**src/rtl/unpk_pkg.sv**
```systemverilog
package unpk_pkg;
    localparam int WORD_W      = 32;
    localparam int IDX_W       = $clog2(WORD_W);
    localparam int NUM_VEC     = 4;
    localparam int VEC_W       = 10;
    localparam int VEC_PER_REG = 2;
    localparam int NUM_REGS    = NUM_VEC / VEC_PER_REG;
    localparam int REG_W       = VEC_PER_REG * VEC_W;

    // Packed field order is the bit layout: start[9:5] dir[4] run[3:1] stop[0]
    typedef struct packed {
        logic [IDX_W-1:0] start;
        logic             msb_first;
        logic [2:0]       run_code;
        logic             stop;
    } pack_vec_t;

    localparam logic [1:0] GRAN_4X8  = 2'd0;
    localparam logic [1:0] GRAN_2X16 = 2'd1;
    localparam logic [1:0] GRAN_1X32 = 2'd2;
    localparam logic [1:0] GRAN_BAD  = 2'd3;

    typedef enum logic [1:0] {
        ST_IDLE   = 2'd0,
        ST_EMIT   = 2'd1,
        ST_BADCFG = 2'd2
    } unpk_state_t;
endpackage

```
**src/rtl/unpk_cfg_regs.sv**
```systemverilog
module unpk_cfg_regs
    import unpk_pkg::*;
(
    input  logic                       clk,
    input  logic                       rst_n,
    input  logic                       we,
    input  logic [1:0]                 addr,
    input  logic [REG_W-1:0]           wdata,
    output pack_vec_t [NUM_VEC-1:0]    vecs,
    output logic [1:0]                 gran
);
    logic [REG_W-1:0] pack_q [NUM_REGS];
    logic [1:0]       gran_q;

    for (genvar r = 0; r < NUM_REGS; r++) begin : g_reg
        always_ff @(posedge clk) begin
            if (!rst_n) begin
                pack_q[r] <= '0;
            end else if (we && (addr == 2'(r))) begin
                pack_q[r] <= wdata;
            end
        end
    end

    always_ff @(posedge clk) begin
        if (!rst_n) begin
            gran_q <= GRAN_4X8;
        end else if (we && (addr == 2'(NUM_REGS))) begin
            gran_q <= wdata[1:0];
        end
    end

    for (genvar v = 0; v < NUM_VEC; v++) begin : g_vec
        assign vecs[v] = pack_pkg_slice(pack_q[v / VEC_PER_REG], v % VEC_PER_REG);
    end

    assign gran = gran_q;

    function automatic pack_vec_t pack_pkg_slice(input logic [REG_W-1:0] r, input int slot);
        return pack_vec_t'(r[slot*VEC_W +: VEC_W]);
    endfunction

    // a granularity write lands in the code the next cycle
    p_gran_write_r1: assert property (@(posedge clk) disable iff (!rst_n)
        (we && addr == 2'(NUM_REGS)) |=> (gran == $past(wdata[1:0])));
endmodule

```
**src/rtl/unpk_capture.sv**
```systemverilog
module unpk_capture
    import unpk_pkg::*;
(
    input  logic                       clk,
    input  logic                       rst_n,
    input  logic                       load,
    input  logic [WORD_W-1:0]          word_in,
    input  pack_vec_t [NUM_VEC-1:0]    vecs_in,
    input  logic [1:0]                 gran_in,
    input  logic [IDX_W-1:0]           sel_idx,
    output pack_vec_t [NUM_VEC-1:0]    vecs_held,
    output logic [1:0]                 gran_held,
    output logic                       sel_bit
);
    logic [WORD_W-1:0] word_q;

    always_ff @(posedge clk) begin
        if (!rst_n) begin
            word_q    <= '0;
            vecs_held <= '0;
            gran_held <= GRAN_4X8;
        end else if (load) begin
            word_q    <= word_in;
            vecs_held <= vecs_in;
            gran_held <= gran_in;
        end
    end

    assign sel_bit = word_q[sel_idx];

    // the snapshot only moves on a load
    p_snap_hold_r7: assert property (@(posedge clk) disable iff (!rst_n)
        !load |=> ($stable(vecs_held) && $stable(gran_held)));
endmodule

```
**src/rtl/unpk_ctrl.sv**
```systemverilog
module unpk_ctrl
    import unpk_pkg::*;
(
    input  logic                       clk,
    input  logic                       rst_n,
    input  logic [1:0]                 gran_live,
    input  logic [1:0]                 gran_held,
    input  pack_vec_t [NUM_VEC-1:0]    vecs,
    input  logic                       in_valid,
    output logic                       in_ready,
    output logic                       load,
    input  logic                       bit_ready,
    output logic                       bit_valid,
    output logic [IDX_W-1:0]           bit_idx,
    output logic                       bit_last,
    output logic                       word_end,
    output logic                       gran_err
);
    localparam int SEL_W = $clog2(NUM_VEC);
    localparam logic [SEL_W-1:0] LAST_SEL = SEL_W'(NUM_VEC - 1);

    unpk_state_t      state_q, state_d;
    logic [SEL_W-1:0] sel_q;
    logic [2:0]       cnt_q;
    pack_vec_t        cur;
    logic             run_end, entry_end, fire, bad_code;

    assign cur       = vecs[sel_q];
    assign bad_code  = (gran_live == GRAN_BAD);
    assign run_end   = (cnt_q == cur.run_code);
    assign entry_end = run_end && (cur.stop || sel_q == LAST_SEL);
    assign fire      = bit_valid && bit_ready;

    // State register
    always_ff @(posedge clk) begin
        if (!rst_n) state_q <= ST_IDLE;
        else        state_q <= state_d;
    end

    // Next state
    always_comb begin
        state_d = state_q;
        unique case (state_q)
            ST_IDLE: begin
                if (in_valid && !bad_code) state_d = ST_EMIT;
                else if (bad_code)         state_d = ST_BADCFG;
            end
            ST_EMIT: begin
                if (fire && entry_end) state_d = ST_IDLE;
            end
            ST_BADCFG: begin
                if (!bad_code) state_d = ST_IDLE;
            end
            default: state_d = ST_IDLE;
        endcase
    end

    // Outputs
    always_comb begin
        in_ready  = 1'b0;
        bit_valid = 1'b0;
        gran_err  = 1'b0;
        unique case (state_q)
            ST_IDLE:   in_ready  = !bad_code;
            ST_EMIT:   bit_valid = 1'b1;
            ST_BADCFG: gran_err  = 1'b1;
            default:   in_ready  = 1'b0;
        endcase
        load     = in_ready && in_valid;
        bit_last = bit_valid && entry_end;
        word_end = bit_valid && run_end &&
                   (entry_end || gran_held == GRAN_4X8 ||
                    (gran_held == GRAN_2X16 && sel_q[0]));
        bit_idx  = cur.msb_first ? (cur.start - IDX_W'(cnt_q))
                                 : (cur.start + IDX_W'(cnt_q));
    end

    // Vector walk
    always_ff @(posedge clk) begin
        if (!rst_n) begin
            sel_q <= '0;
            cnt_q <= '0;
        end else if (load) begin
            sel_q <= '0;
            cnt_q <= '0;
        end else if (fire) begin
            if (run_end) begin
                sel_q <= sel_q + 1'b1;
                cnt_q <= '0;
            end else begin
                cnt_q <= cnt_q + 1'b1;
            end
        end
    end

    // a held bit keeps its value and markers
    p_hold_r8: assert property (@(posedge clk) disable iff (!rst_n)
        (bit_valid && !bit_ready) |=> (bit_valid && $stable(bit_idx) &&
                                       $stable(bit_last) && $stable(word_end)));
    // the two handshakes never overlap
    p_excl_r8: assert property (@(posedge clk) disable iff (!rst_n)
        !(in_ready && bit_valid));
    // nothing follows the entry's final bit until a new entry
    p_last_idle_r3: assert property (@(posedge clk) disable iff (!rst_n)
        (fire && bit_last) |=> !bit_valid);
    // a new entry restarts at vector 0, first bit of its run
    p_restart_r3: assert property (@(posedge clk) disable iff (!rst_n)
        $rose(bit_valid) |-> (sel_q == '0 && cnt_q == '0));
    // inside a run the index steps by one in the chosen direction
    p_step_r2: assert property (@(posedge clk) disable iff (!rst_n)
        (fire && !run_end) |=> (bit_idx == ($past(cur.msb_first) ?
                                 $past(bit_idx) - 1'b1 : $past(bit_idx) + 1'b1)));
    // the entry's final bit always closes a protocol word
    p_wend_last_r5: assert property (@(posedge clk) disable iff (!rst_n)
        bit_last |-> word_end);
    // the fault state is quiet
    p_err_quiet_r6: assert property (@(posedge clk) disable iff (!rst_n)
        gran_err |-> (!bit_valid && !in_ready));
endmodule

```
**src/rtl/fifo_word_unpacker.sv**
```systemverilog
module fifo_word_unpacker
    import unpk_pkg::*;
(
    input  logic                 clk,
    input  logic                 rst_n,
    input  logic                 cfg_we,
    input  logic [1:0]           cfg_addr,
    input  logic [REG_W-1:0]     cfg_wdata,
    input  logic                 fifo_valid,
    input  logic [WORD_W-1:0]    fifo_data,
    output logic                 fifo_ready,
    output logic                 bit_valid,
    output logic                 bit_data,
    input  logic                 bit_ready,
    output logic                 bit_last,
    output logic                 word_end,
    output logic                 gran_err
);
    pack_vec_t [NUM_VEC-1:0] vecs_live, vecs_held;
    logic [1:0]              gran_live, gran_held;
    logic                    load;
    logic [IDX_W-1:0]        bit_idx;

    unpk_cfg_regs u_regs (
        .clk   (clk),
        .rst_n (rst_n),
        .we    (cfg_we),
        .addr  (cfg_addr),
        .wdata (cfg_wdata),
        .vecs  (vecs_live),
        .gran  (gran_live)
    );

    unpk_capture u_cap (
        .clk       (clk),
        .rst_n     (rst_n),
        .load      (load),
        .word_in   (fifo_data),
        .vecs_in   (vecs_live),
        .gran_in   (gran_live),
        .sel_idx   (bit_idx),
        .vecs_held (vecs_held),
        .gran_held (gran_held),
        .sel_bit   (bit_data)
    );

    unpk_ctrl u_ctrl (
        .clk       (clk),
        .rst_n     (rst_n),
        .gran_live (gran_live),
        .gran_held (gran_held),
        .vecs      (vecs_held),
        .in_valid  (fifo_valid),
        .in_ready  (fifo_ready),
        .load      (load),
        .bit_ready (bit_ready),
        .bit_valid (bit_valid),
        .bit_idx   (bit_idx),
        .bit_last  (bit_last),
        .word_end  (word_end),
        .gran_err  (gran_err)
    );
endmodule

```
**config.mk**
```make
export PLATFORM = sky130hd
export DESIGN_NAME = fifo_word_unpacker
export DESIGN_NICKNAME = d
export VERILOG_FILES = /design/src/rtl/unpk_pkg.sv /design/src/rtl/unpk_cfg_regs.sv /design/src/rtl/unpk_capture.sv /design/src/rtl/unpk_ctrl.sv /design/src/rtl/fifo_word_unpacker.sv
export SDC_FILE = /design/constraint.sdc
export NUM_CORES = 1
export LEC_CHECK = 0
export BUFFER_PORTS_ARGS = -buffer_cell sky130_fd_sc_hd__clkbuf_2
export CAP_MARGIN = 25
export CORE_MARGIN = 4
export CORE_UTILIZATION = 45
export CTS_CLUSTER_SIZE = 28
export DETAILED_ROUTE_END_ITERATION = 16
export PLACE_DENSITY = 0.67
export SYNTH_ARGS = -nofsm -noshare
export SYNTH_HDL_FRONTEND = slang
export SYNTH_SLANG_ARGS = --single-unit
```
**constraint.sdc**
```tcl
create_clock -name clk -period 3.15 [get_ports clk]
set_input_delay 0 -clock clk [delete_from_list [all_inputs] [get_ports clk]]
set_output_delay 0 -clock clk [all_outputs]
set_load 0.005 [all_outputs]
```
==> Word-level counts from Yosys, hierarchy flattened <==
Memory sizes are Yosys's and may differ from the RTL's. A register that Yosys moved wholly into a read port is not among the register bits.
Index checks and enable logic that the tools add are counted.
{ "word_totals": {"memories": 1, "output_inout_bits": 6, "rom_bits": 0, "input_bits": 59, "latchBits": 0, "elab_cells": 74, "mem_bits_rw": 40, "regBits": 43} }
{ "op_classes": {"add_sub_neg": 4, "eq_ne": 11, "shifts": 0, "muxes": 23, "order_cmp": 2, "n_mul": 0, "bitwise_logic": 3, "div": 0, "reduce_logical": 24} }
{ "mem_list": {"columns": ["memory", "words", "width", "read_ports", "rd_ports_with_merged_regs", "wr", "line_no", "rtl"], "rows": [
  ["u_regs.pack_q", 2, 20, 2, 2, 2, "unpk_cfg_regs.sv:12", "logic [REG_W-1:0] pack_q [NUM_REGS];"]
]} }
{ "ops": {"columns": ["cell", "n"], "rows": [
  ["$mux 20", 2],
  ["$bmux 10 s2", 1],
  ["$logic_and 1x1->1", 12],
  ["$mux 1", 11],
  ["$mux 10", 1],
  ["$eq 2x2->1 const B", 4],
  ["$mux 2", 4],
  ["$eq 2x1->1 const B", 3],
  ["$logic_not 2->1", 3],
  ["$lt 5x6->1 const B", 1],
  ["$pmux 2 s3", 1],
  ["$add 5x3->5", 1],
  ["$bmux 1 s5", 1],
  ["$mux 5", 1],
  ["$sub 5x3->5", 1],
  ["$add 3x1->3 const B", 1],
  ["$eq 3x3->1", 1],
  ["$logic_not 1->1", 3],
  ["$logic_or 1x1->1", 3],
  ["$lt 2x3->1 const B", 1],
  ["$mux 3", 1],
  ["$ne 3x1->1 const B", 1],
  ["$reduce_and 3->1", 1],
  ["$add 2x1->2 const B", 1],
  ["6 further kinds", 7]
]} }

==> Depth between registers and ports, before layout <==
{ "logic_depth": {"word_depth": 7, "depth_mapped": 11, "ltp_nobuf": 10} }

==> Modules after synthesis <==
From an unflattened synthesis, not the netlist that was laid out.
{ "unflattened": {"hier_cells": 501, "hier_area_um2": 5689.2} }
{ "by_module_without_submodules": {"columns": ["module", "seq_area_each_um2", "instances", "area_each_um2", "cells_per_inst"], "rows": [
  ["unpk_capture", 1481.4, 1, 3080.5, 279],
  ["unpk_cfg_regs", 1241.2, 1, 1640.3, 122],
  ["unpk_ctrl", 140.1, 1, 968.4, 100]
]} }

==> Worst setup path before layout <==
OpenSTA, ideal clock, no wires.
{ "synth_path": {"path_kind": "reg-to-output", "startpoint": "register u_ctrl.sel_q[0]", "endpoint": "output port bit_data", "stages_incl_launch_ff": 11, "n_path_buf": 2, "arrival_time_ps": 3223, "setup_slack_ps": -73, "path_cell_list": "dfxtp_1 buf_6 mux4_1 inv_1 ha_1 inv_1 fa_1 buf_2 mux4_2 mux4_2 mux2_2"} }
{ "synth_between": {"elab_chain_cells": 6} }
{ "synth_lines": {"columns": ["item", "line_no", "rtl"], "rows": [
  ["start, declared", "unpk_ctrl.sv:23", "logic [SEL_W-1:0] sel_q;"],
  ["start signal, assigned", "unpk_ctrl.sv:88", "sel_q <= sel_q + 1'b1;"],
  ["$bmux 10 s2 *", "unpk_ctrl.sv:28", "assign cur = vecs[sel_q];"],
  ["$mux 10 (not written as such) *", "unpk_ctrl.sv:28", null],
  ["$add 5x3->5 or $sub 5x3->5 (tied branches)", "unpk_ctrl.sv:75, unpk_ctrl.sv:74", null],
  ["$mux 5 *", "unpk_ctrl.sv:74", "bit_idx = cur.msb_first ? (cur.start - IDX_W'(cnt_q))"],
  ["$bmux 1 s5 *", "unpk_capture.sv:29", "assign sel_bit = word_q[sel_idx];"],
  ["$mux 1 (not written as such) *", "unpk_capture.sv:29", null],
  ["end, declared", "fifo_word_unpacker.sv:13", "output logic bit_data,"]
]} }
Mark *: on every way between the ends. The rest lies on a longest branch, timed or not. The select of a mux whose other input is x is not followed.

==> Worst setup path in the final report <==
Ends and elaborated chain as after synthesis.

==> metrics.txt <==
run status=finished, violations left; failing checks=setup timing; synthesized cell area=5380 um2; Hold Violations, Final=0; global-route wire length before repair=19.9 mm; Final Skew=4.74 ps; Row Count=39; register share of total power=0.430; Post-Syn Area per Cell=10.5 um2; Post-synth ARST share=0; combinational family with the most area after synthesis=simple AND/OR/NAND/NOR gates; antenna violations before repair=0; simple-gate share of the synthesized area=0.180; total track usage=0.181; Sink Count=about 120; core area=11600 um2; Remaining Overflow, GRT=0; Worst-path clk slew=50 ps; Mapped Cells=512; post-synth cell types=35; Clk Latency, worst-skew pair=410 ps; drt total wl=approximately 12 mm; CP Class=flop to output pin; Final Util=0.611; die area=13800 um2; chip width=about 120 um; die height=between 100 and 150 um; H-tree levels=4; CTS Buf Count=17; crit path launch type=flop; fraction of the mapped netlist area in adder cells=0.0223; peak supply drop=0.369 mV; Vias/cell=~5.0; Top delay family on crit path=multiplexers; Final GP Congestion=0.842; hold path depth=4; max-slew violations=0; top_reg_cell synth=dfxtp_1; I/O Pins=65; Clock Path Buffers=2; leakage power=0.00280 uW; Worst Slack Setup Final=-429 ps; multi-input logic area=between 2000 and 2500 um2; hpwl dp=7.81 mm; most common cell in the netlist=nand2_1; Starting Density=0.465; Post-synth EDFFs=40; Post-Synth XOR/XNOR Area=0.0130; cell taking the most area after synthesis=dfxtp_1; CP most frequent cell=mux4_2; crit end category=output pin; Synth Area in Compound Gates=0.121; Arrival @ worst endpoint=between 3000 and 4000 ps; Nets=702; drt first pass iters=4; vias in the first global route=~4100; DR WL/cell=15.0 um; post-synthesis mux area share=0.100; fin crit share=1.14; ANT cells=0; CTS tree=built; Yosys top cell area share=0.309; DRC Markers=0; NetSw=940 uW; Iteration-0 DRC Markers=172; combinational share of power=0.106; CP required=3150 ps; post-route ant nets=0; RSZ-0062 raised after global routing=yes; Slew headroom=0.355; Synth area leaders=dfxtp_1, edfxtp_1, nand2_1; CP bufs+invs=2; CP peak stage delay=560 ps; power density over the cells=589 nW/um2; Port-buffer cells=64; largest net degree at the start of global routing=84; Synth Warn #=0; DP Worst Slack=-165 ps; final setup vio count=1; clock share of power=0.464; Int Pwr=3220 uW; Crit. path cell count=8; Tightest Pin Transition=between 900 and 1000 ps; slowest CP cell=fa_1; cell chain of the critical path=mux4_2 -> mux2i_2 -> fa_1 -> buf_12 -> mux4_2 -> mux4_2 -> mux2_4 -> buf_6; register area=about 2900 um2; Mapped Nets=just under 600; Yosys reg bits=123; Hold WC Path Type=primary input to flop; fraction of layout instances using a drive strength above 1=0.215; register area share after synthesis=0.532; fmax=roughly 280 MHz; R2R depth=9; Layout area overhead=31.3%; Max Cap Violations=0; crit path max fanout=8; top post-synthesis cells by count=nand2_1, dfxtp_1, a21boi_0; root buffer cell=clkbuf_16; Tmin final=3580 ps; vias post-DR=3982; fillcell total=932; Sw Ratio=0.226
## what timing repair did
item,in CTS,in global routing
setup buffers,1,3
cloned,0,0
pin swaps,1,1
hold endpoints to repair,76,0
hold buffers,53,0
resized for setup,9,3
endpoints found under the setup margin,1,1
## area by class of cell
cell class | count | area share
sequential | 123 | 0.406
tap | 143 | 0.0253
multi-input combinational | 349 | 0.335
clock inverter | 10 | 0.0161
timing repair buffer | 136 | 0.146
inverter | 7 | 0.00372
clock buffer | 22 | 0.0687
## flip-flops by register name, summed over array words and instances (netlist names)
register / count
u_cap.vecs_held: 40
u_regs.pack_q: 40
u_cap.word_q: 32
u_ctrl.cnt_q: 3
u_cap.gran_held: 2
u_ctrl.sel_q: 2
u_ctrl.state_q: 2
u_regs.gran: 2
## worst register-to-register path, delay by kind of cell, from the launching register on
family	cells	cell delay, ps
AND/OR/NAND/NOR	3	610
buffers and inverters	3	340
XOR/XNOR	2	340
flip-flops	1	370
multiplexers	1	580
## final timing paths
check	start	endpoint	slack (ps)
worst min register to register	u_cap.word_q[26]	u_cap.word_q[26]	460
worst max-delay path	u_ctrl.sel_q[0]	bit_data	-430
worst max register to register	u_ctrl.sel_q[0]	u_ctrl.sel_q[0]	790
worst min-delay path	cfg_we	u_regs.gran[0]	30
## per-stage QoR
| stage | cells | TNS, ps | hold slack (ps) | total power [uW] | area, um2 |
|---|---|---|---|---|---|
| 4_1_cts | 788 | -465 | 12.5 | 4190 | 7030 |
| 6_report | 790 | -429 | 28.2 | 4160 | 7060 |
| 3_3_place_gp | 701 | -135 | 234 | 2190 | 5880 |
| 5_1_grt | 790 | -530 | 76.3 | 4330 | 7060 |
| 3_5_place_dp | 702 | -165 | 243 | 2200 | 5880 |
| 2_1_floorplan | 512 | 0 | 122 | 2060 | 5390 |
## power groups by stage
stage | Combinational (uW) | Sequential, uW | Clock, uW
floorplan | 260 | 1800 | 0
CTS | 440 | 1790 | 1970
finish | 443 | 1790 | 1930
global placement | 369 | 1820 | 0
detailed placement | 380 | 1820 | 0
global route | 493 | 1800 | 2040
## cell families (layout without fill, tap and decap cells)
family | count (synthesis) | count (layout)
compound gates | 88 | 88
xor+xnor | 8 | 8
fa+ha+maj | 9 | 9
buf+inv | 40 | 175
flops | 123 | 123
mux | 26 | 26
simple gates | 218 | 218
## layer usage
metal	global-route usage	wire length [um]	vias to the layer above
met5	0	0	-
met4	0.0704	181	0
met3	0.0606	545	15
met2	0.302	5870	83
met1	0.216	5250	1895
li1	-	-	1989
## layout by cell type, fill, tap and decap left out, drive strengths merged, types with 2 or more instances in the layout
cell / count
clkinv: 7
a21o: 2
and3: 2
nand2: 155
edfxtp: 40
and2: 42
bufinv: 2
a21oi: 4
mux4: 20
clkbuf: 85
dfxtp: 83
xnor2: 8
nor3: 2
inv: 7
nor2: 6
ha: 8
nor2b: 5
mux2i: 5
o21ai: 3
a21boi: 74
buf: 20
dlygate4sd3: 53
Note: power is estimated with default switching activity, not from simulation.
